**config.mk**
```make
export PLATFORM = sky130hd
export DESIGN_NAME = pwr_rst_ctrl
export DESIGN_NICKNAME = d
export VERILOG_FILES = /design/src/rtl/prc_pkg.sv /design/src/rtl/prc_rst_sync.sv /design/src/rtl/prc_wake_edge.sv /design/src/rtl/prc_pwr_fsm.sv /design/src/rtl/prc_strap_latch.sv /design/src/rtl/pwr_rst_ctrl.sv
export SDC_FILE = /design/constraint.sdc
export NUM_CORES = 1
export LEC_CHECK = 0
export CORE_AREA = 2 2 39 41
export CTS_BUF_LIST = sky130_fd_sc_hd__clkbuf_4 sky130_fd_sc_hd__clkbuf_8 sky130_fd_sc_hd__clkbuf_16
export DETAILED_ROUTE_END_ITERATION = 7
export DIE_AREA = 0 0 41 43
export HOLD_SLACK_MARGIN = 0.12
export PLACE_DENSITY_LB_ADDON = 0.15
export SLEW_MARGIN = 5
export SYNTH_ARGS = -nofsm -noshare
export SYNTH_HDL_FRONTEND = slang
export SYNTH_SLANG_ARGS = --single-unit
```
**constraint.sdc**
```tcl
create_clock -name clk_i -period 0.8 [get_ports clk_i]
set_input_delay 0.24 -clock clk_i [delete_from_list [all_inputs] [get_ports clk_i]]
set_output_delay 0.24 -clock clk_i [all_outputs]
set_load 0.02 [all_outputs]
```
**src/rtl/prc_pkg.sv**
```systemverilog
package prc_pkg;

  typedef enum logic [1:0] {
    PS_STBY = 2'b00,
    PS_OPER = 2'b01,
    PS_IDLE = 2'b10
  } pwr_state_e;

  typedef struct packed {
    logic cpu;
    logic osc;
    logic periph;
  } clk_en_t;

  // Clock enables implied by a power state.
  function automatic clk_en_t enables_of(pwr_state_e s);
    clk_en_t e;
    e.cpu    = (s == PS_OPER);
    e.osc    = (s != PS_STBY);
    e.periph = (s != PS_STBY);
    return e;
  endfunction

  // One step of the power machine; standby request outranks idle request.
  function automatic pwr_state_e next_state(pwr_state_e s, logic wake_rise,
                                            logic irq, logic idle_req,
                                            logic stby_req);
    pwr_state_e n;
    n = s;
    case (s)
      PS_STBY: if (wake_rise) n = PS_OPER;
      PS_OPER: begin
        if (stby_req)      n = PS_STBY;
        else if (idle_req) n = PS_IDLE;
      end
      PS_IDLE: if (irq || wake_rise) n = PS_OPER;
      default: n = PS_STBY;
    endcase
    return n;
  endfunction

endpackage

```
**src/rtl/prc_rst_sync.sv**
```systemverilog
module prc_rst_sync #(
  parameter int STAGES = 2
) (
  input  logic clk_i,
  input  logic arst_n_i,
  output logic rst_n_o
);
  logic [STAGES-1:0] chain_q;

  always_ff @(posedge clk_i or negedge arst_n_i) begin
    if (!arst_n_i) chain_q <= '0;
    else           chain_q <= {chain_q[STAGES-2:0], 1'b1};
  end

  assign rst_n_o = chain_q[STAGES-1];

  // once released, the reset stays released while the input stays high
  assert_release_sticky_R7: assert property (@(posedge clk_i) disable iff (!arst_n_i)
    rst_n_o |=> rst_n_o);
endmodule

```
**src/rtl/prc_wake_edge.sv**
```systemverilog
module prc_wake_edge #(
  parameter int STAGES = 2
) (
  input  logic clk_i,
  input  logic rst_n_i,
  input  logic pin_i,
  output logic rise_o
);
  logic [STAGES-1:0] sync_q;
  logic              prev_q;
  logic              level;

  // Flops come out of reset high: a line already high is not an edge.
  always_ff @(posedge clk_i or negedge rst_n_i) begin
    if (!rst_n_i) begin
      sync_q <= '1;
      prev_q <= 1'b1;
    end else begin
      sync_q <= {sync_q[STAGES-2:0], pin_i};
      prev_q <= level;
    end
  end

  assign level  = sync_q[STAGES-1];
  assign rise_o = level & ~prev_q;

  // a detected edge lasts one cycle, so a held level cannot repeat it
  assert_single_pulse_R6: assert property (@(posedge clk_i) disable iff (!rst_n_i)
    rise_o |=> !rise_o);
endmodule

```
**src/rtl/prc_pwr_fsm.sv**
```systemverilog
module prc_pwr_fsm
  import prc_pkg::*;
(
  input  logic       clk_i,
  input  logic       rst_n_i,
  input  logic       wake_rise_i,
  input  logic       irq_i,
  input  logic       idle_req_i,
  input  logic       stby_req_i,
  output pwr_state_e state_o,
  output clk_en_t    en_o
);
  pwr_state_e st_q, st_d;
  clk_en_t    en_q;
  logic       leave_idle;
  logic       enter_stby;

  assign st_d = next_state(st_q, wake_rise_i, irq_i, idle_req_i, stby_req_i);

  always_ff @(posedge clk_i or negedge rst_n_i) begin
    if (!rst_n_i) begin
      st_q <= PS_STBY;
      en_q <= enables_of(PS_STBY);
    end else begin
      st_q <= st_d;
      en_q <= enables_of(st_d);
    end
  end

  assign state_o    = st_q;
  assign en_o       = en_q;
  assign leave_idle = (st_q == PS_IDLE) && (st_d != PS_IDLE);
  assign enter_stby = (st_q != PS_STBY) && (st_d == PS_STBY);

  // Standby is only reached from Operating
  assert_stby_from_oper_R3: assert property (@(posedge clk_i) disable iff (!rst_n_i)
    enter_stby |-> st_q == PS_OPER);
  // Idle exits only to Operating and only on irq or wake edge
  assert_idle_exit_R2: assert property (@(posedge clk_i) disable iff (!rst_n_i)
    ($past(st_q) == PS_IDLE && st_q != PS_IDLE) |->
      (st_q == PS_OPER && ($past(irq_i) || $past(wake_rise_i))));
  // processor clock never runs without oscillator and peripherals
  assert_en_nesting_R1: assert property (@(posedge clk_i) disable iff (!rst_n_i)
    en_q.cpu |-> (en_q.osc && en_q.periph));
  // enables agree with the state register in Idle and Standby
  assert_en_idle_R1: assert property (@(posedge clk_i) disable iff (!rst_n_i)
    (st_q == PS_IDLE) |-> (!en_q.cpu && en_q.periph));
  assert_en_stby_R1: assert property (@(posedge clk_i) disable iff (!rst_n_i)
    (st_q == PS_STBY) |-> (!en_q.cpu && !en_q.osc && !en_q.periph));
  // requests in Standby do not move the machine
  assert_stby_ignores_req_R4: assert property (@(posedge clk_i) disable iff (!rst_n_i)
    (st_q == PS_STBY && !wake_rise_i) |=> st_q == PS_STBY);
  // leaving Idle is observable as a named event
  assert_leave_idle_R2: assert property (@(posedge clk_i) disable iff (!rst_n_i)
    leave_idle |=> st_q == PS_OPER);
endmodule

```
**src/rtl/prc_strap_latch.sv**
```systemverilog
module prc_strap_latch #(
  parameter int WIDTH = 2
) (
  input  logic             clk_i,
  input  logic             hold_n_i,
  input  logic [WIDTH-1:0] pins_i,
  output logic [WIDTH-1:0] val_o
);
  logic [WIDTH-1:0] val_q;

  // Tracks the pins while power-on reset holds, freezes on its release.
  always_ff @(posedge clk_i) begin
    if (!hold_n_i) val_q <= pins_i;
  end

  assign val_o = val_q;
endmodule

```
**src/rtl/pwr_rst_ctrl.sv**
```systemverilog
module pwr_rst_ctrl
  import prc_pkg::*;
#(
  parameter int RST_STAGES  = 2,
  parameter int WAKE_STAGES = 2
) (
  input  logic       clk_i,
  input  logic       por_n_i,
  input  logic       pfail_n_i,
  input  logic       urst_n_i,
  input  logic       wake_i,
  input  logic       irq_i,
  input  logic       sw_idle_req_i,
  input  logic       sw_stby_req_i,
  input  logic       strap_clk_i,
  input  logic       strap_boot_i,
  output logic       sys_rst_n_o,
  output logic       rtc_rst_n_o,
  output logic       cpu_clk_en_o,
  output logic       osc_en_o,
  output logic       periph_clk_en_o,
  output logic [1:0] pwr_state_o,
  output logic       ext_clk_mode_o,
  output logic       ext_boot_o
);
  localparam int STRAP_W   = 2;
  localparam int STRAP_CLK = 0;
  localparam int STRAP_BOOT = 1;

  logic               any_rst_n;
  logic               sys_rst_n;
  logic               por_rst_n;
  logic               wake_rise;
  logic [STRAP_W-1:0] strap_pins;
  logic [STRAP_W-1:0] strap_val;
  pwr_state_e         state;
  clk_en_t            en;

  assign any_rst_n = por_n_i & pfail_n_i & urst_n_i;

  prc_rst_sync #(.STAGES(RST_STAGES)) u_sys_rst (
    .clk_i   (clk_i),
    .arst_n_i(any_rst_n),
    .rst_n_o (sys_rst_n)
  );

  prc_rst_sync #(.STAGES(RST_STAGES)) u_rtc_rst (
    .clk_i   (clk_i),
    .arst_n_i(por_n_i),
    .rst_n_o (por_rst_n)
  );

  prc_wake_edge #(.STAGES(WAKE_STAGES)) u_wake (
    .clk_i  (clk_i),
    .rst_n_i(sys_rst_n),
    .pin_i  (wake_i),
    .rise_o (wake_rise)
  );

  prc_pwr_fsm u_fsm (
    .clk_i      (clk_i),
    .rst_n_i    (sys_rst_n),
    .wake_rise_i(wake_rise),
    .irq_i      (irq_i),
    .idle_req_i (sw_idle_req_i),
    .stby_req_i (sw_stby_req_i),
    .state_o    (state),
    .en_o       (en)
  );

  assign strap_pins[STRAP_CLK]  = strap_clk_i;
  assign strap_pins[STRAP_BOOT] = strap_boot_i;

  prc_strap_latch #(.WIDTH(STRAP_W)) u_strap (
    .clk_i   (clk_i),
    .hold_n_i(por_rst_n),
    .pins_i  (strap_pins),
    .val_o   (strap_val)
  );

  assign sys_rst_n_o     = sys_rst_n;
  assign rtc_rst_n_o     = por_rst_n;
  assign cpu_clk_en_o    = en.cpu;
  assign osc_en_o        = en.osc;
  assign periph_clk_en_o = en.periph;
  assign pwr_state_o     = state;
  assign ext_clk_mode_o  = strap_val[STRAP_CLK];
  assign ext_boot_o      = strap_val[STRAP_BOOT];

  // captured straps are frozen once power-on reset has released
  assert_strap_frozen_R9: assert property (@(posedge clk_i) disable iff (!por_rst_n)
    $past(por_rst_n) |-> ($stable(ext_clk_mode_o) && $stable(ext_boot_o)));
  // timekeeping reset active implies system reset active
  assert_rtc_within_sys_R8: assert property (@(posedge clk_i) disable iff (!por_n_i)
    !por_rst_n |-> !sys_rst_n);
  // the machine is in Standby on the first cycle after system reset releases
  assert_stby_after_reset_R5: assert property (@(posedge clk_i) disable iff (!any_rst_n)
    $rose(sys_rst_n) |-> state == PS_STBY);
endmodule

```
==> flow_summary.ini, run 1 <==
[outcome]
status = complete, but fails checks
violations = setup timing

[clock_tree]
cts_tree = built
cts_root_buffer = clkbuf_4
hold_buffers = 0
clkLatencyLatePin_ns = 0.26
clock-sinks = 13
h-tree-depth = 1
clockBufferDepth = 2
cts_buffers = 3
clk_pin_slew_ns = 0.07

[floorplan]
ios = 19
start_util_pct = 31.3
coreArea_sq_um = 1380
rows = 14
die_w_um = 41
die_y_um = 43
die_area_sq_um = 1760

[detailed_routing]
wl_um = 875
drtAntennaViolNets = 0
drtIter0Drc = 3
via_per_inst = 4.21
firstDrtPassIters = 3
wire_per_inst_um = 12.0
drc = 0
vias = 307

[worst_setup_path]
cpPeakStageDelay_ns = 0.42
setup.worst_path.end = pwr_state_o[1]
critPathTopFamily = flip-flops
crit_buf_inv = 1
crit_type = register to primary output
r2r_cells = 3
r2r-end = u_fsm.en_o[2]
crit_path_end_kind = primary output
arrival_ns = 0.82
worstSetupStartpointType = register
worstPathCellList = buf_6
rr_startpoint = u_wake.sync_q[1]
ff2ff_setup_slack_ns = -0.18
cp.required_ns = 0.56
crit_fanout = 2
critPathLaunch = u_fsm.state_o[1]
slowest_stage = dfrtp_2
crit_cells = 1

[run]
maxCapViolCount = 0

[finish]
fin_util_pct = 54.5
antenna_cells = 0
final_cell_area_sq_um = 754
area_delta_synth_final_pct = 74.3
fin_nets = 68
drive_gt1_share_pct = 59.6

[pwr]
p_switching_w = 0.000352
p_sw_share_pct = 23.9
peakVddDrop_v = 0.00102
p_per_area_nw_per_um2 = 1950
pwr-share-comb_pct = 20.4
p_int_w = 0.00112
p_leak_nw = 0.335
clkPwrFrac_pct = 28.3
seqPwrFrac_pct = 51.3

[global_routing]
grt_overflow = 0
grt_pass1_vias = 333
grt_first_pass_wirelength_um = 1390
grt_use_total_pct = 12.6
antenna_found_initial = 0
grt_max_degree = 8

[worst_hold_path]
min_path_type = register to async pin

[synthesis]
synth_seq_cells = 13
synth_seq_area_share_pct = 78.3
yosys_warnings = 0
ys_types = 16
synth_area_sq_um = 433
syn_avg_cell_area_sq_um = 14.9
netlist_instances = 29

[sta]
min_period_ns = 1.06
setup_violations = 15
whs_ns = 0.193
hold_viol_final = 0
drv_slew = 0
max_freq_ghz = 0.943
fin_skew_ns = 0.00370
setup_ws_ns = -0.260
min_period_over_period_pct = 132
setup_tns_ns = -3.12
rsz0062_at_grt = yes

[place]
dpl-instance-area_sq_um = 683
hpwl_um = 736
routabilityCongestion = 0.695
numPortBuffers = 18
==> stage by stage <==
| stage | setup slack (ns) | std cells | power [W] |
|---|---|---|---|
| floorplan | -0.0859 | 30 | 0.000885 |
| finish | -0.260 | 73 | 0.00147 |
| CTS | -0.261 | 72 | 0.00148 |
| detailed placement | -0.382 | 68 | 0.00104 |
| global route | -0.283 | 73 | 0.00156 |
| global placement | -0.369 | 68 | 0.00103 |
==> cell usage in the layout, fill, tap and decap left out, types with 2 or more instances in the layout <==
cell type / n
buf_4: 4
buf_6: 11
clkbuf_4: 4
clkdlybuf4s50_1: 9
conb_1: 2
dfrtp_1: 4
dfrtp_2: 4
dfstp_2: 3
edfxtp_1: 2
o21ai_1: 3
==> per-layer routing <==
layer / wire (um) / vias to the layer above / track usage, %
li1: - / 150 / -
met5: 0 / - / 0
met3: 40 / 4 / 3.14
met2: 507 / 9 / 20.6
met1: 294 / 144 / 12.4
met4: 33 / 0 / 10.0
==> registers in the layout, indices dropped and copies added, names as in the netlist <==
name and flops:
u_wake.sync_q 2, u_sys_rst.chain_q 2, u_fsm.en_o 2, u_fsm.state_o 2
u_strap.val_o 2, u_wake.prev_q 1, u_rtc_rst.chain_q 2
==> repair_timing <==
action	in CTS	in global routing
endpoints found under the setup margin	15	15
gates resized for setup	52	8
setup buffers	0	1
pin swaps	1	0
==> cell type report <==
| type | instances | area (sq um) |
|---|---|---|
| clock buffer | 4 | 30.0 |
| fill | 114 | 629 |
| inverter | 2 | 10.0 |
| multi-input combinational | 14 | 106 |
| sequential | 13 | 344 |
| tap | 16 | 20.0 |
| timing repair buffer | 24 | 244 |
==> cell usage after synthesis, drive strengths merged <==
library cell  count  area share [%]
o41ai             1             3.8
nor2b             1             2.0
buf               1             1.7
nand2             1            0.87
conb              1            0.87
edfxtp            2              14
and3              1             1.4
a21oi             1             1.2
dfstp             3              18
dfrtp             8              46
inv               2             1.7
nor2              2             1.7
nand3             1             1.2
nand3b            1             1.7
o21ai             3             3.5
==> how the worst min path moves through the flow <==
| stage | startpoint | to |
|---|---|---|
| floorplan | por_n_i | u_rtc_rst.chain_q[0] |
| global placement | u_sys_rst.chain_q[1] | u_fsm.en_o[2] |
| detailed placement | u_sys_rst.chain_q[1] | u_fsm.en_o[2] |
| CTS | u_sys_rst.chain_q[1] | u_fsm.en_o[2] |
| global route | u_sys_rst.chain_q[1] | u_fsm.en_o[2] |
| finish | u_sys_rst.chain_q[1] | u_fsm.en_o[2] |
==> cell families (layout without fill, tap and decap cells) <==
kind of cell / Yosys count / in the layout / synth area share (%)
buf+inv: 3 / 30 / 3.47
other cells: 1 / 2 / 0.866
compound gates: 5 / 5 / 8.38
flops: 13 / 13 / 78.3
simple gates: 7 / 7 / 8.96
==> power groups by stage <==
stage | clock network, W | registers, W | logic [W]
after floorplan | 0 | 0.000820 | 0.0000654
after global placement | 0 | 0.000757 | 0.000269
after detailed placement | 0 | 0.000762 | 0.000277
after CTS | 0.000437 | 0.000756 | 0.000287
after global routing | 0.000472 | 0.000762 | 0.000321
final | 0.000417 | 0.000757 | 0.000300
No activity file was read; power rests on OpenSTA's default activity.
==> run 2, diff against run 1 <==
==> constraint.sdc (replaced) <==
create_clock -name clk_i -period 0.8 [get_ports clk_i]
set_input_delay 0.24 -clock clk_i [delete_from_list [all_inputs] [get_ports clk_i]]
set_output_delay 0.24 -clock clk_i [all_outputs]
set_load 0.01 [all_outputs]
==> run 2 against run 1 <==
  * Global-route usage is 0.64 points higher
  * Combinational power is 18% lower
  * The run still ends with setup timing left
  * Via count is 7.2% higher
  * Hold slack better by 0.0028 ns
  * Sequential share of layout area is 2.1 points higher
  * Critical path depth stayed put
  * Core utilization is 2.8 points lower
  * Highest routed layer is now met3
  * Flip-flop and latch count stayed put
  * Fmax hardly changed
  * Routed wire length is 9.0% higher
  * Largest cell class unchanged
==> flow_summary.ini, run 2 (synthesized netlist as in run 1, its figures left out) <==
[clock_tree]
cts_buffers = 3
cts_tree = built
clk_pin_slew_ns = 0.08
h-tree-depth = 1
cts_root_buffer = clkbuf_4
hold_buffers = 0
clock-sinks = 13
clockBufferDepth = 2
clkLatencyLatePin_ns = 0.27

[sta]
drv_slew = 0
min_period_over_period_pct = 132
hold_viol_final = 0
rsz0062_at_grt = yes
max_freq_ghz = 0.944
fin_skew_ns = 0.00403
setup_violations = 15
setup_ws_ns = -0.260
whs_ns = 0.196
min_period_ns = 1.06

[pwr]
clkPwrFrac_pct = 28.7
p_switching_w = 0.000345
pwr-share-comb_pct = 17.6
p_int_w = 0.00105
seqPwrFrac_pct = 53.7
p_per_area_nw_per_um2 = 1950
p_leak_nw = 0.332
power_w = 0.00139
peakVddDrop_v = 0.00119
p_sw_share_pct = 24.8

[worst_setup_path]
cpPeakStageDelay_ns = 0.43
cp.required_ns = 0.56
worstSetupStartpointType = register
critPathTopFamily = flip-flops
ff2ff_setup_slack_ns = -0.26
crit_type = register to primary output
crit_path_end_kind = primary output
crit_fanout = 2
slowest_stage = dfrtp_2
crit_buf_inv = 1
worstPathCellList = buf_6
arrival_ns = 0.82

[floorplan]
die_w_um = 41
coreArea_sq_um = 1380
die_y_um = 43
ios = 19
start_util_pct = 31.3
die_area_sq_um = 1760
rows = 14

[detailed_routing]
vias = 329
drc = 0
drtAntennaViolNets = 0
via_per_inst = 4.45
wl_um = 954
wire_per_inst_um = 12.9
drtIter0Drc = 5
firstDrtPassIters = 4

[finish]
final_common_cell = clkdlybuf4s50_1
area_delta_synth_final_pct = 65.3
drive_gt1_share_pct = 55.2
antenna_cells = 0
fin_nets = 69
mostFrequentLayoutCells = 9 x clkdlybuf4s50_1, 6 x buf_2, 6 x dfrtp_1
final_cell_area_sq_um = 716

[place]
routabilityCongestion = 0.625
numPortBuffers = 18
hpwl_um = 755
dpl-instance-area_sq_um = 673

[worst_hold_path]
min_path_type = register to async pin

[global_routing]
grt_overflow = 0
grt_use_total_pct = 13.3
grt_first_pass_wirelength_um = 1450
grt_pass1_vias = 349
antenna_found_initial = 0
grt_max_degree = 9

[outcome]
violations = setup timing
status = complete, but fails checks

[run]
maxCapViolCount = 0
-- run 2: cell count changes in the layout (fill, tap and decap cells not counted), moves of 2 or more --
cell     delta
buf_2       +6
buf_6       -6
dfrtp_1     +2
dfrtp_2     -2
-- run 2: layout make-up --
| cell class | instances | area [sq um] |
|---|---|---|
| Clock inverter | 1 | 5.00 |
| Tap cell | 16 | 20.0 |
| Sequential cell | 13 | 342 |
| Multi-Input combinational cell | 14 | 103 |
| Inverter | 2 | 10.0 |
| Fill cell | 118 | 668 |
| Timing Repair Buffer | 25 | 214 |
| Clock buffer | 3 | 22.5 |
-- run 2: final timing paths --
kind                                            from                   end  cells after the start
worst max-delay path                u_fsm.state_o[1]        pwr_state_o[1]                      1
worst min-delay path            u_sys_rst.chain_q[1]      u_fsm.state_o[0]                      1
worst max register to register         u_wake.prev_q      u_fsm.state_o[1]                      3
worst min register to register  u_sys_rst.chain_q[1]      u_fsm.state_o[0]                      1
max in group asynchronous                    por_n_i  u_sys_rst.chain_q[1]                      2
min in group clk_i                  u_wake.sync_q[0]      u_wake.sync_q[1]                      0
-- run 2: what timing repair did --
action | CTS | global route
setup endpoints to repair | 13 | 15
buffers inserted | 1 | 2
gates cloned | 0 | 0
pin swaps | 2 | 2
gates resized for setup | 40 | 5
-- run 2: through the flow --
stage / utilization, % / cells / worst slack (ns) / TNS, ns
floorplan: - / 30 / -0.0834 / -0.289
global placement: 48.6 / 67 / -0.316 / -3.77
detailed placement: 48.6 / 67 / -0.396 / -4.18
CTS: 49.2 / 72 / -0.254 / -2.94
global route: 51.7 / 74 / -0.293 / -3.50
finish: 51.7 / 74 / -0.260 / -2.92
-- run 2: per-layer routing --
layer	vias up	GRT usage, %	wire (um)
met5	-	0	0
li1	152	-	-
met2	11	25.6	574
met4	0	4.00	0
met3	0	6.81	59
met1	166	9.72	320
-- run 2: power by group through the flow --
stage	combinational [W]	sequential, W	clock, W
floorplan	0.0000543	0.000790	0
global placement	0.000232	0.000756	0
detailed placement	0.000244	0.000760	0
CTS	0.000225	0.000747	0.000406
global route	0.000260	0.000754	0.000448
finish	0.000245	0.000748	0.000399
